## src/rtl/stall_acct_pkg.sv

```systemverilog
`timescale 1ns/1ps
package stall_acct_pkg;

    typedef enum logic [2:0] {
        UNIT_EXEC  = 3'd0,
        UNIT_CMP   = 3'd1,
        UNIT_MAC   = 3'd2,
        UNIT_CTI   = 3'd3,
        UNIT_LOAD  = 3'd4,
        UNIT_STORE = 3'd5
    } unit_e;

    // Whether a unit class inspects a given source slot.
    function automatic logic slot_checked(input logic [2:0] unit, input int slot);
        if (slot == 0)
            return (unit == UNIT_EXEC) || (unit == UNIT_CMP) ||
                   (unit == UNIT_MAC)  || (unit == UNIT_CTI);
        else
            return (unit == UNIT_EXEC) || (unit == UNIT_CMP) ||
                   (unit == UNIT_MAC);
    endfunction

endpackage

```

## src/rtl/stall_src_check.sv

```systemverilog
`timescale 1ns/1ps
module stall_src_check #(
    parameter int REG_N = 16,
    localparam int IDX_W = $clog2(REG_N)
) (
    input  logic             en,
    input  logic             vld,
    input  logic [IDX_W-1:0] idx,
    input  logic [REG_N-1:0] mask,
    output logic             hit
);
    always_comb begin
        hit = en && vld && mask[idx];
    end
endmodule

```

## src/rtl/stall_sat_add.sv

```systemverilog
`timescale 1ns/1ps
module stall_sat_add #(
    parameter int W = 32
) (
    input  logic [W-1:0] base,
    input  logic [W-1:0] inc,
    output logic [W-1:0] sum
);
    logic [W:0] wide;

    always_comb begin
        wide = {1'b0, base} + {1'b0, inc};
        sum  = wide[W] ? {W{1'b1}} : wide[W-1:0];
    end
endmodule

```

## src/rtl/stall_acct.sv

```systemverilog
`timescale 1ns/1ps
module stall_acct
    import stall_acct_pkg::*;
#(
    parameter int CNT_W    = 32,
    parameter int REG_N    = 16,
    parameter int NUM_SRC  = 2,
    parameter int LOAD_PEN = 2,
    parameter int BR_PEN   = 2,
    localparam int IDX_W   = $clog2(REG_N)
) (
    input  logic                     clk,
    input  logic                     rst_n,
    input  logic                     clr,
    input  logic                     evt_valid,
    input  logic [2:0]               evt_unit,
    input  logic [NUM_SRC*IDX_W-1:0] src_idx,
    input  logic [NUM_SRC-1:0]       src_vld,
    input  logic [IDX_W-1:0]         ld_dst,
    input  logic                     br_taken,
    input  logic                     insn_end,
    output logic [CNT_W-1:0]         load_stall_cnt,
    output logic [CNT_W-1:0]         branch_stall_cnt,
    output logic [CNT_W-1:0]         taken_cnt,
    output logic [CNT_W-1:0]         untaken_cnt
);

    localparam int HIT_W = $clog2(NUM_SRC + 1);

    typedef struct packed {
        logic [REG_N-1:0] pend;
        logic [REG_N-1:0] act;
        logic [CNT_W-1:0] ls;
        logic [CNT_W-1:0] bs;
        logic [CNT_W-1:0] tk;
        logic [CNT_W-1:0] ut;
    } acct_t;

    acct_t st_q, st_d;

    logic [NUM_SRC-1:0] src_hit;
    logic [HIT_W-1:0]   hit_num;
    logic               is_cti, is_load;
    logic [CNT_W-1:0]   ls_inc, bs_inc, tk_inc, ut_inc;
    logic [CNT_W-1:0]   ls_sum, bs_sum, tk_sum, ut_sum;
    logic [REG_N-1:0]   ld_bit;

    // One hazard checker per source slot.
    for (genvar g = 0; g < NUM_SRC; g++) begin : g_src
        stall_src_check #(.REG_N(REG_N)) u_chk (
            .en   (evt_valid && slot_checked(evt_unit, g)),
            .vld  (src_vld[g]),
            .idx  (src_idx[g*IDX_W +: IDX_W]),
            .mask (st_q.act),
            .hit  (src_hit[g])
        );
    end

    always_comb begin
        hit_num = '0;
        for (int i = 0; i < NUM_SRC; i++) begin
            hit_num = hit_num + HIT_W'(src_hit[i]);
        end
    end

    always_comb begin
        is_cti  = evt_valid && (evt_unit == UNIT_CTI);
        is_load = evt_valid && (evt_unit == UNIT_LOAD);
        ls_inc  = CNT_W'(hit_num) * CNT_W'(LOAD_PEN);
        bs_inc  = (is_cti && br_taken)  ? CNT_W'(BR_PEN) : '0;
        tk_inc  = (is_cti && br_taken)  ? CNT_W'(1)      : '0;
        ut_inc  = (is_cti && !br_taken) ? CNT_W'(1)      : '0;
        ld_bit  = is_load ? (REG_N'(1) << ld_dst) : '0;
    end

    stall_sat_add #(.W(CNT_W)) u_ls_add (.base(st_q.ls), .inc(ls_inc), .sum(ls_sum));
    stall_sat_add #(.W(CNT_W)) u_bs_add (.base(st_q.bs), .inc(bs_inc), .sum(bs_sum));
    stall_sat_add #(.W(CNT_W)) u_tk_add (.base(st_q.tk), .inc(tk_inc), .sum(tk_sum));
    stall_sat_add #(.W(CNT_W)) u_ut_add (.base(st_q.ut), .inc(ut_inc), .sum(ut_sum));

    always_comb begin
        st_d = st_q;
        // Mask bookkeeping: a load joins the pending set; a boundary
        // publishes that set and starts a fresh one.
        st_d.pend = st_q.pend | ld_bit;
        if (insn_end) begin
            st_d.act  = st_q.pend | ld_bit;
            st_d.pend = '0;
        end
        if (clr) begin
            st_d.ls = '0;
            st_d.bs = '0;
            st_d.tk = '0;
            st_d.ut = '0;
        end else begin
            st_d.ls = ls_sum;
            st_d.bs = bs_sum;
            st_d.tk = tk_sum;
            st_d.ut = ut_sum;
        end
    end

    always_ff @(posedge clk or negedge rst_n) begin
        if (!rst_n) st_q <= '0;
        else        st_q <= st_d;
    end

    always_comb begin
        load_stall_cnt   = st_q.ls;
        branch_stall_cnt = st_q.bs;
        taken_cnt        = st_q.tk;
        untaken_cnt      = st_q.ut;
    end

endmodule

```

## config.mk

```make
export PLATFORM = sky130hd
export DESIGN_NAME = stall_acct
export DESIGN_NICKNAME = d
export VERILOG_FILES = /design/src/rtl/stall_acct_pkg.sv /design/src/rtl/stall_src_check.sv /design/src/rtl/stall_sat_add.sv /design/src/rtl/stall_acct.sv
export SDC_FILE = /design/constraint.sdc
export NUM_CORES = 1
export LEC_CHECK = 0
export BUFFER_PORTS_ARGS = -buffer_cell sky130_fd_sc_hd__buf_2
export CAP_MARGIN = 10
export CORE_MARGIN = 4
export CORE_UTILIZATION = 61
export CTS_CLUSTER_SIZE = 20
export DETAILED_ROUTE_END_ITERATION = 10
export GPL_TIMING_DRIVEN = 0
export PLACE_DENSITY = 0.83
export SYNTH_ARGS = -nofsm -noshare
export SYNTH_HDL_FRONTEND = slang
export SYNTH_SLANG_ARGS = --single-unit
```

## constraint.sdc

```tcl
create_clock -name clk -period 5.85 [get_ports clk]
set_input_delay 0.585 -clock clk [delete_from_list [all_inputs] [get_ports clk]]
set_output_delay 0.585 -clock clk [all_outputs]
set_load 0.01 [all_outputs]
```

==> flow_summary.toml <==
[timing]
timing.final.crit_period_ns = 4.29
max_freq_mhz = 233
slew_headroom = 0.448
fin_crit_sh = 0.733
rsz0062_at_grt = "no"
hold_violations = 0
worstMarginPinSlew_ns = 0.821
setup_viol = 0
fin_skew_ns = 0.00955
fin_tns_setup_ns = 0
drv_slew = 0

[logic_synthesis]
yosysSeqAreaShare = 0.450
syn-num-nets = 953
ys_async_sr_fraction = 1.00
synth_edf_count = 0
ys_ff_latch = 160
synth.cell_area_um2 = 8900
ys_types = 50
synth.top_cell.area_share = 0.450
avgSynthCellArea_um2 = 9.67
synthesis.instances = 920
yosys.area.top_type = "dfrtp_1"
yosysWarnings = 0
synth-main-ff-cell = "dfrtp_1"
synthTopCellsByArea = "dfrtp_1, buf_4, a21oi_1, xor2_1, nand4_1"

[setup_path]
reg2reg_depth = 11
path_buf_inv = 1
worst_ep_arrival_time_ns = 4.59
max_stage_delay_ns = 0.57
crit_chain = "mux4_2 -> mux4_2 -> and4_1 -> ha_1 -> ha_1 -> inv_1 -> fa_1 -> and4b_1 -> nor3b_2 -> nand4_1 -> o311a_1"
startpoint_type = "register"
end_kind = "register"
cp.required_ns = 6.16
r2r_start = "st_q[133]"
startpoint = "st_q[133]"
r2r_slack_ns = 1.56
crit_type = "reg -> reg"
critPathMaxFanout = 9
worstReg2RegEnd = "load_stall_cnt[31]"
crit_slowest_cell = "nor3b_2"
worst_path_dominant_cell_family = "simple AND/OR/NAND/NOR gates"

[detailed_routing]
drc = 0
finalWirelength_um = 21000
wl_per_cell_um = 16.3
ant_nets = 0
vias = 7261
first_pass_iters = 5
viasPerCell = 5.65
drtIter0Drc = 562

[cts]
clockBufferDepth = 2
numCtsBuffers = 17
clkLatencyLatePin_ns = 0.43
cts_sinks = 160
cts-hold-fix-buffers = 0
cts.reportedPaths.clkPinSlew_ns = 0.06
htreeDepth = 4
ctsResizeCount = 0
cts_tree = "built"
cts_setup_buffers = 0
ctsRootBufferMaster = "clkbuf_16"

[grt]
busiest_layer = "met2"
grt_max_degree = 86
grt_pass1_vias = 7027
track_usage = 0.257
antenna_found_initial = 3
grt_overflow_total = 0
grt_pass1_wl_um = 34100
grt_util_met3 = 0.0573
grt_use_met1 = 0.344
grt_use_met2 = 0.417

[floorplanning]
row_count = 43
core_area_um2 = 14100
initial_core_util = 0.631
io_pins = 151
die_area_um2 = 16600
die_x_um = 129
die_h_um = 129

[finish]
fin_util = 0.748
nFillCells = 1017
fin_nets = 1122
area_growth_pct = 18.5
drive_above_1_share = 0.313
final_cell_mix = "dfrtp_1, buf_2, a21oi_1"
final_area_um2 = 10500
final_common_cell = "dfrtp_1"
fin_cells = 1284

[placed_design]
placed_area_um2 = 9910
io_buffers = 149
hpwl_um = 14500
placed_cells_incl_taps = 1250
place_congestion = 0.891

[run_status]
status = "completed"

[run]
cap_violations = 0

[min_path]
hp-class = "in -> async"

[power_and_ir_drop]
cellPowerDensity_nw_per_um2 = 228
vdd_ir_drop_max_v = 0.000220
power.leakage_nw = 5.21
## where the power goes
group / switching (mW) / internal (mW)
Sequential: 0.00744 / 1.12
Clock: 0.440 / 0.744
Combinational: 0.0654 / 0.0329
## cells in the mapped netlist (all sizes together) (2+ instances only)
| library cell | number |
|---|---|
| inv | 24 |
| a31o | 2 |
| mux4 | 10 |
| buf | 141 |
| and2 | 4 |
| nor3b | 4 |
| ha | 9 |
| xor2 | 71 |
| and4b | 2 |
| nand4 | 43 |
| a21oi | 142 |
| nor4 | 8 |
| or4 | 3 |
| o21ai | 3 |
| and4 | 14 |
| nor2b | 6 |
| xnor2 | 27 |
| or2 | 4 |
| nand3 | 47 |
| nand2 | 41 |
| nor3 | 13 |
| a31oi | 13 |
| clkbuf | 24 |
| nand4b | 2 |
| nor2 | 61 |
| and3 | 25 |
| a211oi | 2 |
| dfrtp | 160 |
| mux2i | 5 |
## area by class of cell
type / count / area (um2) / share of cell area
tap: 180 / 225 / 0.0214
antenna: 2 / 5.00 / 0.000475
timing repair buffer: 150 / 783 / 0.0743
clock inverter: 11 / 160 / 0.0152
multi-input combinational: 571 / 3680 / 0.349
clock buffer: 21 / 470 / 0.0446
buffer: 165 / 1130 / 0.107
inverter: 24 / 90.1 / 0.00854
sequential: 160 / 4000 / 0.380
## flip-flops by register name, indices dropped and copies added, names as in the netlist
name and count:
branch_stall_cnt 32, load_stall_cnt 32, st_q 32, taken_cnt 32
untaken_cnt 32
## through the flow
stage	power, mW	setup WS [ns]	hold WS [ns]
CTS	2.42	1.55	0.132
global placement	1.24	1.26	0.458
floorplan	1.19	1.89	0.289
finish	2.41	1.56	0.113
detailed placement	1.24	1.20	0.471
global route	2.48	1.39	0.157
## cell families after synthesis
group	share of synthesized area
mux	0.0322
fa+ha+maj	0.0149
xor+xnor	0.0964
compound gates	0.0991
buf+inv	0.137
flops	0.450
simple gates	0.171
## how the worst max path moves through the flow
stage,cells past startpoint,end
floorplan,11,load_stall_cnt[31]
global placement,12,load_stall_cnt[31]
detailed placement,12,load_stall_cnt[31]
CTS,11,load_stall_cnt[31]
global route,11,load_stall_cnt[31]
finish,11,load_stall_cnt[31]
## worst reg2reg max path, delay by kind of cell, from the launching register on
kind	cells	cell delay, ns
and+or+nand+nor	4	1.47
muxes	2	0.96
adders and majority gates	3	0.85
DFF	1	0.42
AOI/OAI and AO/OA	1	0.41
buffers and inverters	1	0.05
## layer usage
layer	vias up	wire length [um]
met1	3519	8780
li1	3444	-
met4	4	449
met3	42	1400
met2	252	10300
met5	-	27
Note: power is estimated with default switching activity, not from simulation.
